==> src/rtl/i2s_pkg.sv <==
`timescale 1ns/1ps
package i2s_pkg;
  // stereo: channel tag 0 = left, 1 = right
  localparam int NUM_CH = 2;

  typedef enum logic {
    CH_LEFT  = 1'b0,
    CH_RIGHT = 1'b1
  } chan_e;
endpackage

==> src/rtl/i2s_clkgen.sv <==
`timescale 1ns/1ps
module i2s_clkgen #(
  parameter int MCLK_PER_FS = 384,
  parameter int BITS_PER_CH = 32
) (
  input  logic                           clk,
  input  logic                           rst_n,
  output logic                           bclk_o,
  output logic                           lrclk_o,
  output logic                           fall_stb_o,
  output logic [$clog2(BITS_PER_CH)-1:0] next_pos_o,
  output logic                           next_chan_o
);
  localparam int BCLK_PER_FS = 2 * BITS_PER_CH;
  localparam int DIV         = MCLK_PER_FS / BCLK_PER_FS;
  localparam int HALF        = DIV / 2;
  localparam int DIV_W       = $clog2(DIV);
  localparam int BIT_W       = $clog2(BCLK_PER_FS);
  localparam int POS_W       = $clog2(BITS_PER_CH);
  localparam logic [DIV_W-1:0] DIV_LAST  = DIV_W'(DIV - 1);
  localparam logic [DIV_W-1:0] HALF_LAST = DIV_W'(HALF - 1);
  localparam logic [DIV_W-1:0] HALF_VAL  = DIV_W'(HALF);

  logic [DIV_W-1:0] div_q, div_n;
  logic [BIT_W-1:0] bit_q, bit_n;
  logic             bclk_q, bclk_n;
  logic             lr_q, lr_n;
  logic             fall_stb;

  assign fall_stb = (div_q == DIV_LAST);

  always_comb begin
    div_n  = fall_stb ? '0 : div_q + 1'b1;
    bclk_n = bclk_q;
    bit_n  = bit_q;
    lr_n   = lr_q;
    if (div_q == HALF_LAST) bclk_n = 1'b1;
    if (fall_stb) begin
      bclk_n = 1'b0;
      bit_n  = bit_q + 1'b1;
      lr_n   = bit_n[BIT_W-1];
    end
  end

  always_ff @(posedge clk or negedge rst_n) begin
    if (!rst_n) begin
      div_q  <= '0;
      bit_q  <= '0;
      bclk_q <= 1'b0;
      lr_q   <= 1'b0;
    end else begin
      div_q  <= div_n;
      bit_q  <= bit_n;
      bclk_q <= bclk_n;
      lr_q   <= lr_n;
    end
  end

  assign bclk_o      = bclk_q;
  assign lrclk_o     = lr_q;
  assign fall_stb_o  = fall_stb;
  assign next_pos_o  = bit_n[POS_W-1:0];
  assign next_chan_o = bit_n[BIT_W-1];

  AST_LR_ON_FALL: assert property (@(posedge clk) disable iff (!rst_n)
    !$stable(lr_q) |-> $fell(bclk_q));
  AST_BCLK_RISE_PHASE: assert property (@(posedge clk) disable iff (!rst_n)
    $rose(bclk_q) |-> (div_q == HALF_VAL));
endmodule

==> src/rtl/i2s_rx_slave.sv <==
`timescale 1ns/1ps
module i2s_rx_slave #(
  parameter int DATA_W      = 24,
  parameter int BITS_PER_CH = 32
) (
  input  logic              clk,
  input  logic              rst_n,
  input  logic              bclk_i,
  input  logic              lrclk_i,
  input  logic              sdata_i,
  output logic              m_valid_o,
  input  logic              m_ready_i,
  output logic [DATA_W-1:0] m_data_o,
  output logic              m_chan_o
);
  localparam int POS_W = $clog2(BITS_PER_CH);
  localparam logic [POS_W-1:0] POS_MAX = '1;
  localparam logic [POS_W-1:0] LAST    = POS_W'(DATA_W);

  logic              bclk_d, lr_prev, lr_prev_n;
  logic [POS_W-1:0]  cnt_q, cnt_n, idx;
  logic [DATA_W-2:0] sreg_q, sreg_n;
  logic              valid_q, valid_n;
  logic [DATA_W-1:0] data_q, data_n;
  logic              chan_q, chan_n;
  logic              rise, lr_edge;

  assign rise    = bclk_i && !bclk_d;
  assign lr_edge = (lrclk_i != lr_prev);

  always_comb begin
    idx       = lr_edge ? '0 : ((cnt_q == POS_MAX) ? POS_MAX : cnt_q + 1'b1);
    cnt_n     = cnt_q;
    lr_prev_n = lr_prev;
    sreg_n    = sreg_q;
    valid_n   = valid_q;
    data_n    = data_q;
    chan_n    = chan_q;
    if (valid_q && m_ready_i) valid_n = 1'b0;
    if (rise) begin
      cnt_n     = idx;
      lr_prev_n = lrclk_i;
      if ((idx != '0) && (idx <= LAST)) sreg_n = {sreg_q[DATA_W-3:0], sdata_i};
      if (idx == LAST) begin
        valid_n = 1'b1;
        data_n  = {sreg_q, sdata_i};
        chan_n  = lrclk_i;
      end
    end
  end

  always_ff @(posedge clk or negedge rst_n) begin
    if (!rst_n) begin
      bclk_d  <= 1'b0;
      lr_prev <= 1'b0;
      cnt_q   <= POS_MAX;
      sreg_q  <= '0;
      valid_q <= 1'b0;
      data_q  <= '0;
      chan_q  <= 1'b0;
    end else begin
      bclk_d  <= bclk_i;
      lr_prev <= lr_prev_n;
      cnt_q   <= cnt_n;
      sreg_q  <= sreg_n;
      valid_q <= valid_n;
      data_q  <= data_n;
      chan_q  <= chan_n;
    end
  end

  assign m_valid_o = valid_q;
  assign m_data_o  = data_q;
  assign m_chan_o  = chan_q;

  AST_RX_HOLD: assert property (@(posedge clk) disable iff (!rst_n)
    (valid_q && !m_ready_i) |=> (valid_q && $stable(data_q) && $stable(chan_q)));
endmodule

==> src/rtl/i2s_tx_master.sv <==
`timescale 1ns/1ps
module i2s_tx_master
  import i2s_pkg::*;
#(
  parameter int DATA_W      = 24,
  parameter int BITS_PER_CH = 32
) (
  input  logic                           clk,
  input  logic                           rst_n,
  input  logic                           fall_stb_i,
  input  logic [$clog2(BITS_PER_CH)-1:0] next_pos_i,
  input  logic                           next_chan_i,
  input  logic                           s_valid_i,
  output logic                           s_ready_o,
  input  logic [DATA_W-1:0]              s_data_i,
  input  logic                           s_chan_i,
  output logic                           sdata_o,
  output logic                           underflow_o
);
  logic              full_vec [NUM_CH];
  logic [DATA_W-1:0] hold_vec [NUM_CH];
  logic              take, load;
  logic [DATA_W-1:0] sreg_q, sreg_n;
  logic              dout_q, dout_n;
  logic              ufl_q, ufl_n;

  assign s_ready_o = !full_vec[s_chan_i];
  assign take      = s_valid_i && s_ready_o;
  assign load      = fall_stb_i && (next_pos_i == '0);

  for (genvar c = 0; c < NUM_CH; c++) begin : g_ch
    logic              full_q, full_n;
    logic [DATA_W-1:0] hold_q, hold_n;

    always_comb begin
      full_n = full_q;
      hold_n = hold_q;
      if (load && (next_chan_i == 1'(c))) full_n = 1'b0;
      if (take && (s_chan_i == 1'(c))) begin
        full_n = 1'b1;
        hold_n = s_data_i;
      end
    end

    always_ff @(posedge clk or negedge rst_n) begin
      if (!rst_n) begin
        full_q <= 1'b0;
        hold_q <= '0;
      end else begin
        full_q <= full_n;
        hold_q <= hold_n;
      end
    end

    assign full_vec[c] = full_q;
    assign hold_vec[c] = hold_q;
  end

  always_comb begin
    sreg_n = sreg_q;
    dout_n = dout_q;
    ufl_n  = 1'b0;
    if (fall_stb_i) begin
      if (load) begin
        sreg_n = full_vec[next_chan_i] ? hold_vec[next_chan_i] : '0;
        dout_n = 1'b0;
        ufl_n  = !full_vec[next_chan_i];
      end else begin
        dout_n = sreg_q[DATA_W-1];
        sreg_n = {sreg_q[DATA_W-2:0], 1'b0};
      end
    end
  end

  always_ff @(posedge clk or negedge rst_n) begin
    if (!rst_n) begin
      sreg_q <= '0;
      dout_q <= 1'b0;
      ufl_q  <= 1'b0;
    end else begin
      sreg_q <= sreg_n;
      dout_q <= dout_n;
      ufl_q  <= ufl_n;
    end
  end

  assign sdata_o     = dout_q;
  assign underflow_o = ufl_q;

  AST_UFL_PULSE: assert property (@(posedge clk) disable iff (!rst_n)
    ufl_q |=> !ufl_q);
  AST_UFL_AT_SLOT: assert property (@(posedge clk) disable iff (!rst_n)
    ufl_q |-> $past(fall_stb_i));
endmodule

==> src/rtl/i2s_loopback_top.sv <==
`timescale 1ns/1ps
module i2s_loopback_top #(
  parameter int MCLK_PER_FS = 384,
  parameter int DATA_W      = 24,
  parameter int BITS_PER_CH = 32
) (
  input  logic mclk_i,
  input  logic lock_i,
  input  logic adc_sdata_i,
  output logic bclk_o,
  output logic lrclk_o,
  output logic dac_sdata_o,
  output logic underflow_o
);
  localparam int POS_W = $clog2(BITS_PER_CH);

  logic [1:0]        lock_sync;
  logic              rst_n;
  logic              fall_stb, next_chan;
  logic [POS_W-1:0]  next_pos;
  logic              st_valid, st_ready, st_chan;
  logic [DATA_W-1:0] st_data;

  // reset asserts at once when lock drops, releases after two MCLK edges
  always_ff @(posedge mclk_i or negedge lock_i) begin
    if (!lock_i) lock_sync <= 2'b00;
    else         lock_sync <= {lock_sync[0], 1'b1};
  end
  assign rst_n = lock_sync[1];

  i2s_clkgen #(
    .MCLK_PER_FS(MCLK_PER_FS),
    .BITS_PER_CH(BITS_PER_CH)
  ) u_clkgen (
    .clk        (mclk_i),
    .rst_n      (rst_n),
    .bclk_o     (bclk_o),
    .lrclk_o    (lrclk_o),
    .fall_stb_o (fall_stb),
    .next_pos_o (next_pos),
    .next_chan_o(next_chan)
  );

  i2s_rx_slave #(
    .DATA_W     (DATA_W),
    .BITS_PER_CH(BITS_PER_CH)
  ) u_rx (
    .clk      (mclk_i),
    .rst_n    (rst_n),
    .bclk_i   (bclk_o),
    .lrclk_i  (lrclk_o),
    .sdata_i  (adc_sdata_i),
    .m_valid_o(st_valid),
    .m_ready_i(st_ready),
    .m_data_o (st_data),
    .m_chan_o (st_chan)
  );

  i2s_tx_master #(
    .DATA_W     (DATA_W),
    .BITS_PER_CH(BITS_PER_CH)
  ) u_tx (
    .clk        (mclk_i),
    .rst_n      (rst_n),
    .fall_stb_i (fall_stb),
    .next_pos_i (next_pos),
    .next_chan_i(next_chan),
    .s_valid_i  (st_valid),
    .s_ready_o  (st_ready),
    .s_data_i   (st_data),
    .s_chan_i   (st_chan),
    .sdata_o    (dac_sdata_o),
    .underflow_o(underflow_o)
  );

  always_ff @(posedge mclk_i) begin
    if (!rst_n) begin
      AST_IDLE_IN_RESET: assert (!bclk_o && !lrclk_o && !dac_sdata_o && !underflow_o);
    end
  end

  AST_DAC_ON_FALL: assert property (@(posedge mclk_i) disable iff (!rst_n)
    !$stable(dac_sdata_o) |-> $fell(bclk_o));
endmodule

==> config.mk <==
export PLATFORM = sky130hd
export DESIGN_NAME = i2s_loopback_top
export DESIGN_NICKNAME = d
export VERILOG_FILES = /design/src/rtl/i2s_pkg.sv /design/src/rtl/i2s_clkgen.sv /design/src/rtl/i2s_rx_slave.sv /design/src/rtl/i2s_tx_master.sv /design/src/rtl/i2s_loopback_top.sv
export SDC_FILE = /design/constraint.sdc
export NUM_CORES = 1
export LEC_CHECK = 0
export ABC_AREA = 0
export BUFFER_PORTS_ARGS = -buffer_cell sky130_fd_sc_hd__buf_2
export CAP_MARGIN = 20
export CELL_PAD_IN_SITES_DETAIL_PLACEMENT = 0
export CELL_PAD_IN_SITES_GLOBAL_PLACEMENT = 1
export CORE_MARGIN = 3
export CORE_UTILIZATION = 31
export DETAILED_ROUTE_END_ITERATION = 8
export PLACE_DENSITY_LB_ADDON = 0.1
export SYNTH_ARGS = -nofsm -noshare
export SYNTH_HDL_FRONTEND = slang
export SYNTH_SLANG_ARGS = --single-unit
==> constraint.sdc <==
create_clock -name mclk_i -period 13.2 [get_ports mclk_i]
set_input_delay 0.66 -clock mclk_i [delete_from_list [all_inputs] [get_ports mclk_i]]
set_output_delay 0.66 -clock mclk_i [all_outputs]
set_load 0.1 [all_outputs]
Word-level counts from Yosys, hierarchy flattened:

Cells that the tools add are included.

* order comparisons: 3
* eq/ne operators: 5
* mux-type cells: 27
* bitwise logic cells: 4
* reduce and logical (&&, ||, !) cells: 18
* $add $sub $neg: 3

Operators with widths (number)
* 24-bit two-way mux: 5
* 1-bit two-way mux: 18
* 5-bit equality test, second input constant: 2
* 5-bit two-way mux: 2
* 1-bit logical AND: 8
* 6-bit by 1-bit adder with 6-bit output, second input constant: 1
* 6-bit two-way mux: 1
* 2-bit nonzero test: 3
* 5-bit by 1-bit adder with 5-bit output, second input constant: 1
* 5-bit less-or-equal comparator, second input constant: 1
* 5-bit logical NOT: 1
* 5-bit nonzero test: 1
* 2-bit greater-or-equal comparator, second input constant: 2
* 1-bit NOT with 2-bit output: 2
* 2-bit AND reduction: 2
* 3-bit by 1-bit adder with 3-bit output, second input constant: 1
* 3-bit by 2-bit equality test with 1-bit output, second input constant: 1
* 3-bit equality test, second input constant: 1
* 1-bit logical NOT: 3
* 3-bit two-way mux: 1
* 1-bit NOT: 2
* 1-bit inequality test: 1

* bits of input ports: 3
* output and inout port bits: 4
* bits in registers: 145
* word-level logic and storage cells: 79

Depth between registers and ports, before layout:

Gate-level depths: netlist of the first run.

* word-level depth: 9
* gate-level depth with buffers: 8
* mapped depth without buffers: 6

Cells and area by module:

A second synthesis of the first run with hierarchy kept.

* cells, all modules: 429
* area total of the unflattened synthesis: 6302.3 um^2

By module, submodules not included
* i2s_tx_master: area an instance 3339.5 um^2, cells each 228, instances 1, sequential area each 1901.8 um^2
* i2s_rx_slave: area an instance 2429.8 um^2, cells each 158, instances 1, sequential area each 1407.6 um^2
* i2s_clkgen: area an instance 479.2 um^2, cells each 40, instances 1, sequential area each 275.3 um^2
* i2s_loopback_top: area an instance 53.8 um^2, cells each 3, instances 1, sequential area each 50.0 um^2

Worst setup path after synthesis of the first run:

Ideal clock, no wire load.

* path type: register to register
* start point: register u_clkgen.lr_q (netlist: u_clkgen.lrclk_o)
* end point: register u_rx.data_q[10] (netlist: u_rx.m_data_o[10])
* slack: 10490 ps
* clock period less this slack: 2710 ps
* cell stages (with the launch flop): 7
* buffers on the path: 1
* required time: 13073 ps
* library setup time: 127 ps
* arrival time: 2583 ps
* cell sequence: dfrtp_1 xor2_1 nor2_2 nand2_1 nor4b_4 buf_6 mux2_1

* cells in the longest elaborated chain, start to end: 4

Ends and longest elaborated chain
* from (decl): line i2s_clkgen.sv:27 `logic lr_q, lr_n;`
* from (signal assigned): line i2s_clkgen.sv:55 `lr_q <= lr_n;`
* 1-bit inequality test: line i2s_rx_slave.sv:29 `assign lr_edge = (lrclk_i != lr_prev);`
* 5-bit two-way mux: line i2s_rx_slave.sv:32 `idx = lr_edge ? '0 : ((cnt_q == POS_MAX) ? POS_MAX : cnt_q + 1'b1);`
* 5-bit equality test: line i2s_rx_slave.sv:44 `if (idx == LAST) begin`
* 2-bit AND reduction (no source line)
* to (signal assigned): line i2s_rx_slave.sv:67 `data_q <= data_n;`
* to (decl): line i2s_rx_slave.sv:24 `logic [DATA_W-1:0] data_q, data_n;`

No other way between the ends.
A chain may end at the register's enable or synchronous reset.

Final worst setup path of the first run:

* start point: register u_rx.cnt_q[0]
* end point: register u_rx.chan_q (netlist: u_rx.m_chan_o)

* cells in the longest elaborated chain, start to end: 5
* elaborated cells on any way between the ends: 6
* those cells by class: add/sub (1); eq/ne (2); mux (2); reduce/logical (1)

Ends and longest elaborated chain
* from (decl): line i2s_rx_slave.sv:21 `logic [POS_W-1:0] cnt_q, cnt_n, idx;`
* from (signal assigned): line i2s_rx_slave.sv:64 `cnt_q <= cnt_n;`
* 5-bit by 1-bit adder with 5-bit output or 5-bit equality test (tied branches): line i2s_rx_slave.sv:32
* 5-bit two-way mux (*) (2 in series): line i2s_rx_slave.sv:32
* 5-bit equality test (*): line i2s_rx_slave.sv:44
* 2-bit AND reduction (no source line) (*)
* to (signal assigned): line i2s_rx_slave.sv:68 `chan_q <= chan_n;`
* to (decl): line i2s_rx_slave.sv:25 `logic chan_q, chan_n;`

Mark *: on every way between the ends. The rest lies on a longest branch, timed or not.

==> results_dict.tcl, run 1 <==
set metrics [dict create \
    cp_max_stage_cell "nor4b_4" \
    final_number_of_hold_violating_endpoints 0 \
    relSlewSlack_pct 40.59 \
    post-cts-setup-buffers 0 \
    die-height_um 148 \
    die_area_um2 21900 \
    worst-endpoint-arrival_ns 3.17 \
    num-nets-final 475 \
    m1WireLength_mm 6.675 \
    num_antenna_cells 0 \
    asyncSetResetFlopFracSynth_pct 100.0 \
    clk_latency_ns 0.43 \
    min_path_cells 0 \
    finalSetupTns_ns 0 \
    fin_crit_ns 2.858 \
    yosys.area_share.xor_xnor_pct 1.121 \
    crit_chain "ha_1 -> a31oi_1 -> nor2_1 -> nand2_1 -> nor4b_4 -> buf_4 -> mux2_2" \
    cts_resized 0 \
    synth_cells 460 \
    highest-signal-layer "met4" \
    die_w_um 148 \
    fp-row-count 51 \
    global_route_congestion_overflow_total 0 \
    grt_first_pass_wirelength_mm 23.13 \
    hpwlAfterDp_mm 8.059 \
    core_area_um2 19650 \
    route.detailed.wl_per_inst_um 18.19 \
    critPathLaunch "u_rx.cnt_q[0]" \
    design.portCount 7 \
    worstHoldPathType "reg -> reg" \
    worst_r2r_startpoint "u_rx.cnt_q[0]" \
    synth_compound_gate_area_share_pct 13.33 \
    critical_path.reg2reg.endpoint "u_rx.m_chan_o" \
    fin_crit_sh_pct 21.65 \
    run_status "complete, no violations" \
    ffs_latches_synth 145 \
    flow.area_growth_from_synthesis_pct 15.53 \
    static-leakage-power_nw 3.309 \
    first_global_vias 4148 \
    cts_max_level 4 \
    synth.cell_area_um2 6251 \
    vias 3773 \
    synth_cell_type_count 52 \
    setup.worst_path.start_class "register" \
    cp-end-kind "register" \
    required_ns 13.51 \
    setup.worst_path.class "reg -> reg" \
    fmax_ghz 0.3499 \
    r2r.worst_path.cells 7 \
    power_frac_clock_pct 50.8 \
    n_fill_cell 1941 \
    route.detailed.vias_per_inst 5.051 \
    crit_cells 7 \
    port_buffers 6 \
    clkSinkCount 145 \
    initial_utilization_pct 31.81 \
    synth_sequential_area_ratio_pct 58.15 \
    final_common_cell "dfrtp_1" \
    path_delay_family "simple AND/OR/NAND/NOR gates" \
    seqPwrFrac_pct 48.4 \
    final_cell_mix "139 x dfrtp_1, 81 x mux2_2, 45 x o211ai_1" \
    synth-edff-count 0 \
    muxShareOfSynthArea_pct 18.01 \
    area.sequential_um2 3638 \
    worstMarginPinSlew_ns 0.8874 \
    remaining_drc_errors 0 \
    antenna_violations_before_repair 0 \
    cts.path.max_buffers 2 \
    final-instance-count-excl-fill 747 \
    detailroute.wirelength.met3_um 397 \
    tritoncts "done" \
    totalWireLength_mm 13.59 \
    clk_pin_slew_ns 0.06 \
    switching_share_pct 21.64 \
    number_of_optimization_iterations_in_the_first_detailed_route_pass 4 \
    synth-simple-area-share_pct 6.385 \
    synth-adder-area-share_pct 0.4003 \
    largest_net_degree_at_the_start_of_global_routing 83 \
    critical_path.max_fanout 16 \
    setup_repair_after_global_routing_missed_its_margin "false" \
    ant_nets 0 \
    synth_top_flop_cell "dfrtp_1" \
    worstPathBufferInverterCount 1 \
    synth_top_family_by_area "multiplexers" \
    setup_viol_count_final 0 \
    gp_congestion 0.7136 \
    cell_int_power_w 0.0007319 \
    combinationalPowerShare_pct 0.9 \
    groute.usage.overall_pct 13.56 \
    routed-wl-met2_mm 6.276 \
    placed_cells_incl_taps 714 \
    synth_area_per_cell_um2 13.59 \
    cts_buffers 17 \
    multi_input_area_um2 2462 \
    finalMaxSlewViolations 0 \
    synth_warnings 0 \
    power_per_cell_area_nw_per_um2 129.3 \
    hold_end "lock_sync[1]" \
    max_stage_delay_ns 0.81 \
    skew_ns 0.008840 \
    hold_path_startpoint "lock_sync[0]" \
    ir_drop_mv 0.07447 \
    synthesized_net_count 465 \
    cts_root_buffer "clkbuf_16" \
    power.net_switching_w 0.0002021 \
    detailedRoute.firstIterationViolations 169 \
    share_of_post_route_cells_with_drive_strength_above_1_pct 35.68 \
    ff2ff_setup_slack_ns 10.34 \
    max-cap-violations 0 \
]
[cell usage after synthesis, types with 2 or more instances]
library cell | number | area, µm²
dfrtp_1 | 140 | 3503
mux2_2 | 81 | 912.1
o211ai_1 | 45 | 337.8
nand2_1 | 41 | 153.9
o221a_2 | 22 | 247.7
mux2_1 | 19 | 214.0
clkbuf_1 | 16 | 60.06
buf_2 | 10 | 50.05
nand3_1 | 6 | 30.03
nor2_1 | 6 | 22.52
a31oi_1 | 5 | 31.28
dfstp_2 | 5 | 131.4
xor2_1 | 5 | 43.79
a21o_1 | 4 | 30.03
a21oi_1 | 3 | 15.01
nand2b_1 | 3 | 18.77
o21ai_0 | 3 | 15.01
xnor2_1 | 3 | 26.28
and3_1 | 2 | 12.51
buf_4 | 2 | 15.01
buf_6 | 2 | 22.52
ha_1 | 2 | 25.02
inv_1 | 2 | 7.510
nand4_1 | 2 | 12.51
nor2b_1 | 2 | 12.51
nor4_4 | 2 | 42.54
o31ai_1 | 2 | 15.01
[state kept, by name (all words and copies together), names as in the netlist, 2 cells and up]
signal and count:
u_rx.sreg_q 23, u_tx.g_ch.hold_q 48, u_tx.g_ch.full_q 2, lock_sync 2, u_clkgen.bit_q 6, u_rx.cnt_q 5, u_rx.m_data_o 24, u_tx.sreg_q 24
u_clkgen.div_q 3
[logic make-up (layout without fill, tap and decap cells)]
logic type      Yosys count  in the layout
other cells               1              1
simple gates             74             74
compound gates           97             97
flops                   145            145
fa+ha+maj                 2              2
xor+xnor                  8              8
buf+inv                  33             55
mux                     100            100
[metal layers]
layer  vias to the layer above  GRT usage [%]
li1                       1738              -
met1                      1986          18.45
met2                        35          20.94
met3                        14          3.617
met4                         0          4.850
met5                         -              0
[power groups by stage]
stage | logic, W | clock network (W) | registers (W)
after floorplan | 0.00000140 | 0 | 0.000462
after global placement | 0.00000746 | 0 | 0.000460
after detailed placement | 0.00000748 | 0 | 0.000460
after CTS | 0.00000776 | 0.000490 | 0.000452
after global routing | 0.00000978 | 0.000514 | 0.000452
final | 0.00000827 | 0.000474 | 0.000452
[metrics by stage]
| step | utilization, % | power, W | hold WS, ns | instance area (µm²) | worst slack (ns) |
|---|---|---|---|---|---|
| finish | 36.75 | 0.0009340 | 0.3564 | 7222 | 10.34 |
| global route | 36.75 | 0.0009757 | 0.3712 | 7222 | 10.05 |
| CTS | 36.61 | 0.0009496 | 0.3595 | 7194 | 10.24 |
| detailed placement | 33.61 | 0.0004676 | 0.3380 | 6606 | 10.25 |
| global placement | 33.28 | 0.0004676 | 0.3377 | 6541 | 10.21 |
| floorplan | - | 0.0004629 | 0.3312 | 6251 | 8.870 |
[final cells by class]
type,count,share of cell area [%]
tap,265,4.591
clock inverter,12,1.871
multi-input combinational,282,34.10
timing repair buffer,21,2.772
inverter,3,0.1559
clock buffer,19,6.133
sequential,145,50.38
[worst max-delay path by stage]
stage          slack, ns                      end
6_report           10.34            u_rx.m_chan_o
5_1_grt            10.05            u_rx.m_chan_o
4_1_cts            10.24            u_rx.m_chan_o
3_5_place_dp       10.25        u_rx.m_data_o[22]
3_3_place_gp       10.21  u_tx.g_ch[0].hold_q[12]
2_1_floorplan       8.87          u_clkgen.bclk_o
[worst reg2reg max path, stage by stage, from the launching register on]
cell and delay, ns:
dfstp_2 0.58, ha_1 0.23, a31oi_1 0.11, nor2_1 0.14
nand2_1 0.12, nor4b_4 0.82, buf_4 0.39, mux2_2 0.36
[what timing repair did]
action | in CTS | in global routing
hold buffers | 1 | 0
hold endpoints to repair | 2 | 0
endpoints found under the setup margin | 0 | 0
(Power assumes the default switching activity.)
==> inputs of run 2 (changes only) <==
- clock period: 13.2 -> 2.65 ns (I/O delays scaled with it)
==> results_dict.tcl, run 2 (synthesized netlist as in run 1, its figures left out) <==
set metrics [dict create \
    run_status "complete, no violations" \
    final_cell_mix "138 x dfrtp_1, 81 x mux2_2, 45 x o211ai_1" \
    power_per_cell_area_nw_per_um2 626.9 \
    dp_slack_ns 0.3781 \
    fin_crit_ns 2.285 \
    antenna_violations_before_repair 0 \
    die-height_um 148 \
    setup.worst_path.start_class "register" \
    vias 3734 \
    initial_utilization_pct 31.81 \
    design.portCount 7 \
    share_of_post_route_cells_with_drive_strength_above_1_pct 36.01 \
    relSlewSlack_pct 59.64 \
    die_area_um2 21900 \
    clk_latency_ns 0.41 \
    regMostFlops "u_tx.g_ch.hold_q" \
    totalWireLength_mm 13.18 \
    finalSetupTns_ns 0 \
    remaining_drc_errors 0 \
    skew_ns 0.008695 \
    die_w_um 148 \
    cts_root_buffer "clkbuf_16" \
    clk_pin_slew_ns 0.06 \
    cts_max_level 4 \
    fin_crit_sh_pct 86.21 \
    final_common_cell "dfrtp_1" \
    setup_viol_count_final 0 \
    gp_congestion 0.7178 \
    final_number_of_hold_violating_endpoints 0 \
    global_route_congestion_overflow_total 0 \
    largest_net_degree_at_the_start_of_global_routing 55 \
    grt_first_pass_wirelength_mm 22.29 \
    num_antenna_cells 0 \
    required_ns 2.94 \
    route.detailed.vias_per_inst 4.972 \
    max-cap-violations 0 \
    num-nets-final 479 \
    worst-endpoint-arrival_ns 2.57 \
    number_of_optimization_iterations_in_the_first_detailed_route_pass 6 \
    setup_repair_after_global_routing_missed_its_margin "false" \
    core_area_um2 19650 \
    detailedRoute.firstIterationViolations 223 \
    clkSinkCount 145 \
    port_buffers 6 \
    cts_buffers 17 \
    cts.path.max_buffers 2 \
    route.detailed.wl_per_inst_um 17.54 \
    multi_input_area_um2 2462 \
    flow.area_growth_from_synthesis_pct 15.89 \
    static-leakage-power_nw 3.326 \
    n_fill_cell 1948 \
    setup.worst_path.class "reg -> reg" \
    layout_setup_ws_ns 0.3654 \
    groute.usage.overall_pct 13.01 \
    cp-end-kind "register" \
    worstMarginPinSlew_ns 0.6036 \
    tritoncts "done" \
    worstHoldPathType "reg -> async" \
    finalMaxSlewViolations 0 \
    hpwlAfterDp_mm 7.665 \
    cts_resized 0 \
    critical_path.max_fanout 26 \
    largest_register_ff_count 48 \
    area.sequential_um2 3640 \
    ir_drop_mv 0.4035 \
    final_total_pwr_w 0.004541 \
    ant_nets 0 \
    min_hold_slack_ns 0.3268 \
    fp-row-count 51 \
    fmax_ghz 0.4377 \
    first_global_vias 4038 \
]
==> run 2: worst max-delay path, stage by stage (launching register included) <==
cell,delay (ns)
dfstp_2,0.58
ha_1,0.24
a21boi_1,0.10
a41oi_2,0.31
nor4b_4,0.33
buf_12,0.25
mux2_2,0.35
==> run 2: worst paths after layout <==
kind | to | depth (start not counted) | start | slack (ns)
setup / recovery | u_rx.m_data_o[0] | 6 | u_rx.cnt_q[0] | 0.37
hold / removal | u_rx.m_data_o[10] | 0 | lock_sync[1] | 0.33
setup reg to reg | u_rx.m_data_o[0] | 6 | u_rx.cnt_q[0] | 0.37
hold reg to reg | u_rx.m_data_o[10] | 0 | lock_sync[1] | 0.33
max in group asynchronous | u_rx.cnt_q[2] | 1 | lock_sync[1] | 1.55
min in group mclk_i | lock_sync[1] | 0 | lock_sync[0] | 0.35
==> run 2: final cells by class <==
class	instances	area share, %
timing repair buffer	25	3.351
multi-input combinational	282	33.99
sequential	145	50.24
clock buffer	21	6.494
clock inverter	10	1.192
inverter	3	0.1554
tap	265	4.577
==> run 2: report_power, final <==
part	switching, W	internal [W]	total [W]
logic	0.0000341	0.0000156	0.0000497
registers	0.0000184	0.00222	0.00224
clock network	0.000895	0.00135	0.00225
total	0.000948	0.00359	0.00454
==> run 2: what timing repair did <==
item | CTS | global route
setup buffers | 0 | 0
endpoints found under the setup margin | 0 | 0
hold buffers | 3 | 0
endpoints found under the hold margin | 4 | 0
==> run 2: per-stage QoR <==
stage,cells,cell area (µm²),utilization [%]
after floorplan,460,6254,-
after global placement,717,6658,33.87
after detailed placement,717,6658,33.87
after CTS,751,7244,36.86
after global routing,751,7244,36.86
final,751,7244,36.86
==> run 2: layer usage <==
metal / routed length (µm) / up-vias / share of wire [%] / track usage [%]
met5: 0 / - / 0 / 0
met4: 112 / 0 / 0.85 / 3.695
met3: 346 / 7 / 2.6 / 3.433
met2: 6308 / 37 / 48 / 20.58
met1: 6407 / 1939 / 49 / 17.73
li1: - / 1751 / - / -
==> inputs of run 3 (changes only) <==
- CORE_MARGIN: 3 -> 2
- REMOVE_ABC_BUFFERS: not set -> 1
==> results_dict.tcl, run 3 (synthesized netlist as in run 1, its figures left out) <==
set metrics [dict create \
    max_stage_delay_ns 0.58 \
    final_total_pwr_w 0.004823 \
    worst-endpoint-arrival_ns 2.55 \
    highest-signal-layer "met4" \
    critical_path.max_fanout 26 \
    grt_first_pass_wirelength_mm 22.21 \
    static-leakage-power_nw 3.347 \
    cts.path.max_buffers 2 \
    initial_utilization_pct 31.81 \
    layout_setup_ws_ns 0.3907 \
    design.portCount 7 \
    antenna_violations_before_repair 0 \
    relSlewSlack_pct 57.44 \
    die_area_um2 21320 \
    worstHoldPathType "in -> async" \
    ff2ff_setup_slack_ns 0.39 \
    crit_chain "ha_1 -> a31oi_1 -> nor2_1 -> nand2_1 -> nor4b_4 -> buf_12 -> mux2_1" \
    cp_max_stage_cell "dfstp_2" \
    post-cts-setup-buffers 0 \
    routed-wl-met2_mm 6.219 \
    path_delay_family "simple AND/OR/NAND/NOR gates" \
    run_status "complete, no violations" \
    worst_r2r_startpoint "u_rx.cnt_q[0]" \
    largest_register_ff_count 48 \
    largest_net_degree_at_the_start_of_global_routing 78 \
    num-nets-final 477 \
    critical_path.reg2reg.endpoint "u_rx.m_data_o[11]" \
    cts_resized 0 \
    gp_congestion 0.7145 \
    fmax_ghz 0.4426 \
    detailedRoute.firstIterationViolations 119 \
    groute.usage.overall_pct 13.36 \
    detailroute.wirelength.met3_um 439 \
    worstPathBufferInverterCount 1 \
    global_route_congestion_overflow_total 0 \
    route.detailed.vias_per_inst 5.031 \
    final_core_util_pct 37.13 \
    setup.worst_path.class "reg -> reg" \
    fin_crit_ns 2.259 \
    hpwlAfterDp_mm 7.678 \
    port_buffers 6 \
    dp_slack_ns 0.4024 \
    cts_max_level 4 \
    fp-row-count 51 \
    die_w_um 146 \
    setup_viol_count_final 0 \
    totalWireLength_mm 12.93 \
    vias 3773 \
    final-instance-count-excl-fill 750 \
    remaining_drc_errors 0 \
    cts_root_buffer "clkbuf_16" \
    number_of_optimization_iterations_in_the_first_detailed_route_pass 4 \
    first_global_vias 4045 \
    area.sequential_um2 3638 \
    ant_nets 0 \
    power_per_cell_area_nw_per_um2 660.8 \
    placed_cells_incl_taps 716 \
    m1WireLength_mm 6.099 \
    regMostFlops "u_tx.g_ch.hold_q" \
    ir_drop_mv 0.3810 \
    multi_input_area_um2 2462 \
    cp-end-kind "register" \
    clkSinkCount 145 \
    max-cap-violations 0 \
    share_of_post_route_cells_with_drive_strength_above_1_pct 35.67 \
    skew_ns 0.007730 \
    final_cell_mix "139 x dfrtp_1, 81 x mux2_2, 45 x o211ai_1" \
    setup.worst_path.start_class "register" \
    finalMaxSlewViolations 0 \
    clk_pin_slew_ns 0.06 \
    final_number_of_hold_violating_endpoints 0 \
    flow.area_growth_from_synthesis_pct 16.75 \
    n_fill_cell 1943 \
    r2r.worst_path.cells 7 \
    setup_repair_after_global_routing_missed_its_margin "false" \
    holdBufCountCts 2 \
    tritoncts "done" \
    core_area_um2 19650 \
    die-height_um 146 \
    route.detailed.wl_per_inst_um 17.24 \
    cts_buffers 17 \
    clk_latency_ns 0.41 \
    required_ns 2.94 \
    crit_cells 7 \
    worstMarginPinSlew_ns 0.6365 \
    fin_crit_sh_pct 85.26 \
    final_common_cell "dfrtp_1" \
    num_antenna_cells 0 \
]
==> run 3: power by group <==
part	switching, W	total, W	internal (W)	leakage, nW
sequential	0.0000164	0.00224	0.00222	1.97
clock	0.000927	0.00253	0.00161	0.297
combinational	0.0000361	0.0000486	0.0000125	1.08
==> run 3: routing by layer <==
metal | vias to the layer above | GRT usage, %
met5 | - | 0
met4 | 0 | 4.175
met3 | 14 | 3.918
met2 | 49 | 21.32
met1 | 1962 | 17.60
li1 | 1748 | -
==> run 3: worst max-delay path by stage <==
stage	startpoint	end
2_1_floorplan	lock_sync[1]	u_clkgen.bclk_o
3_3_place_gp	u_rx.cnt_q[0]	u_rx.m_data_o[1]
3_5_place_dp	u_rx.cnt_q[0]	u_rx.m_data_o[11]
4_1_cts	u_rx.cnt_q[0]	u_rx.m_data_o[11]
5_1_grt	u_rx.cnt_q[0]	u_rx.m_data_o[11]
6_report	u_rx.cnt_q[0]	u_rx.m_data_o[11]
==> run 3: final cells by class <==
type / instances / area share, %
clock buffer: 20 / 6.120
clock inverter: 12 / 2.503
inverter: 3 / 0.1543
multi-input combinational: 282 / 33.74
sequential: 145 / 49.85
tap: 265 / 4.543
timing repair buffer: 23 / 3.086
==> run 3: worst reg2reg max path: stages (launching register included) <==
cell     delay (ns)
dfstp_2        0.58
ha_1           0.24
a31oi_1        0.11
nor2_1         0.14
nand2_1        0.12
nor4b_4        0.34
buf_12         0.24
mux2_1         0.36
==> run 3: per-stage QoR <==
| step | setup TNS (ns) | hold WS, ns | cell area (µm²) |
|---|---|---|---|
| after global routing | 0 | 0.004752 | 7298 |
| final | 0 | 0.02985 | 7298 |
| after global placement | 0 | -0.08236 | 6649 |
| after CTS | 0 | 0.01138 | 7298 |
| after floorplan | -259.22 | -0.1631 | 6103 |
| after detailed placement | 0 | -0.08035 | 6649 |
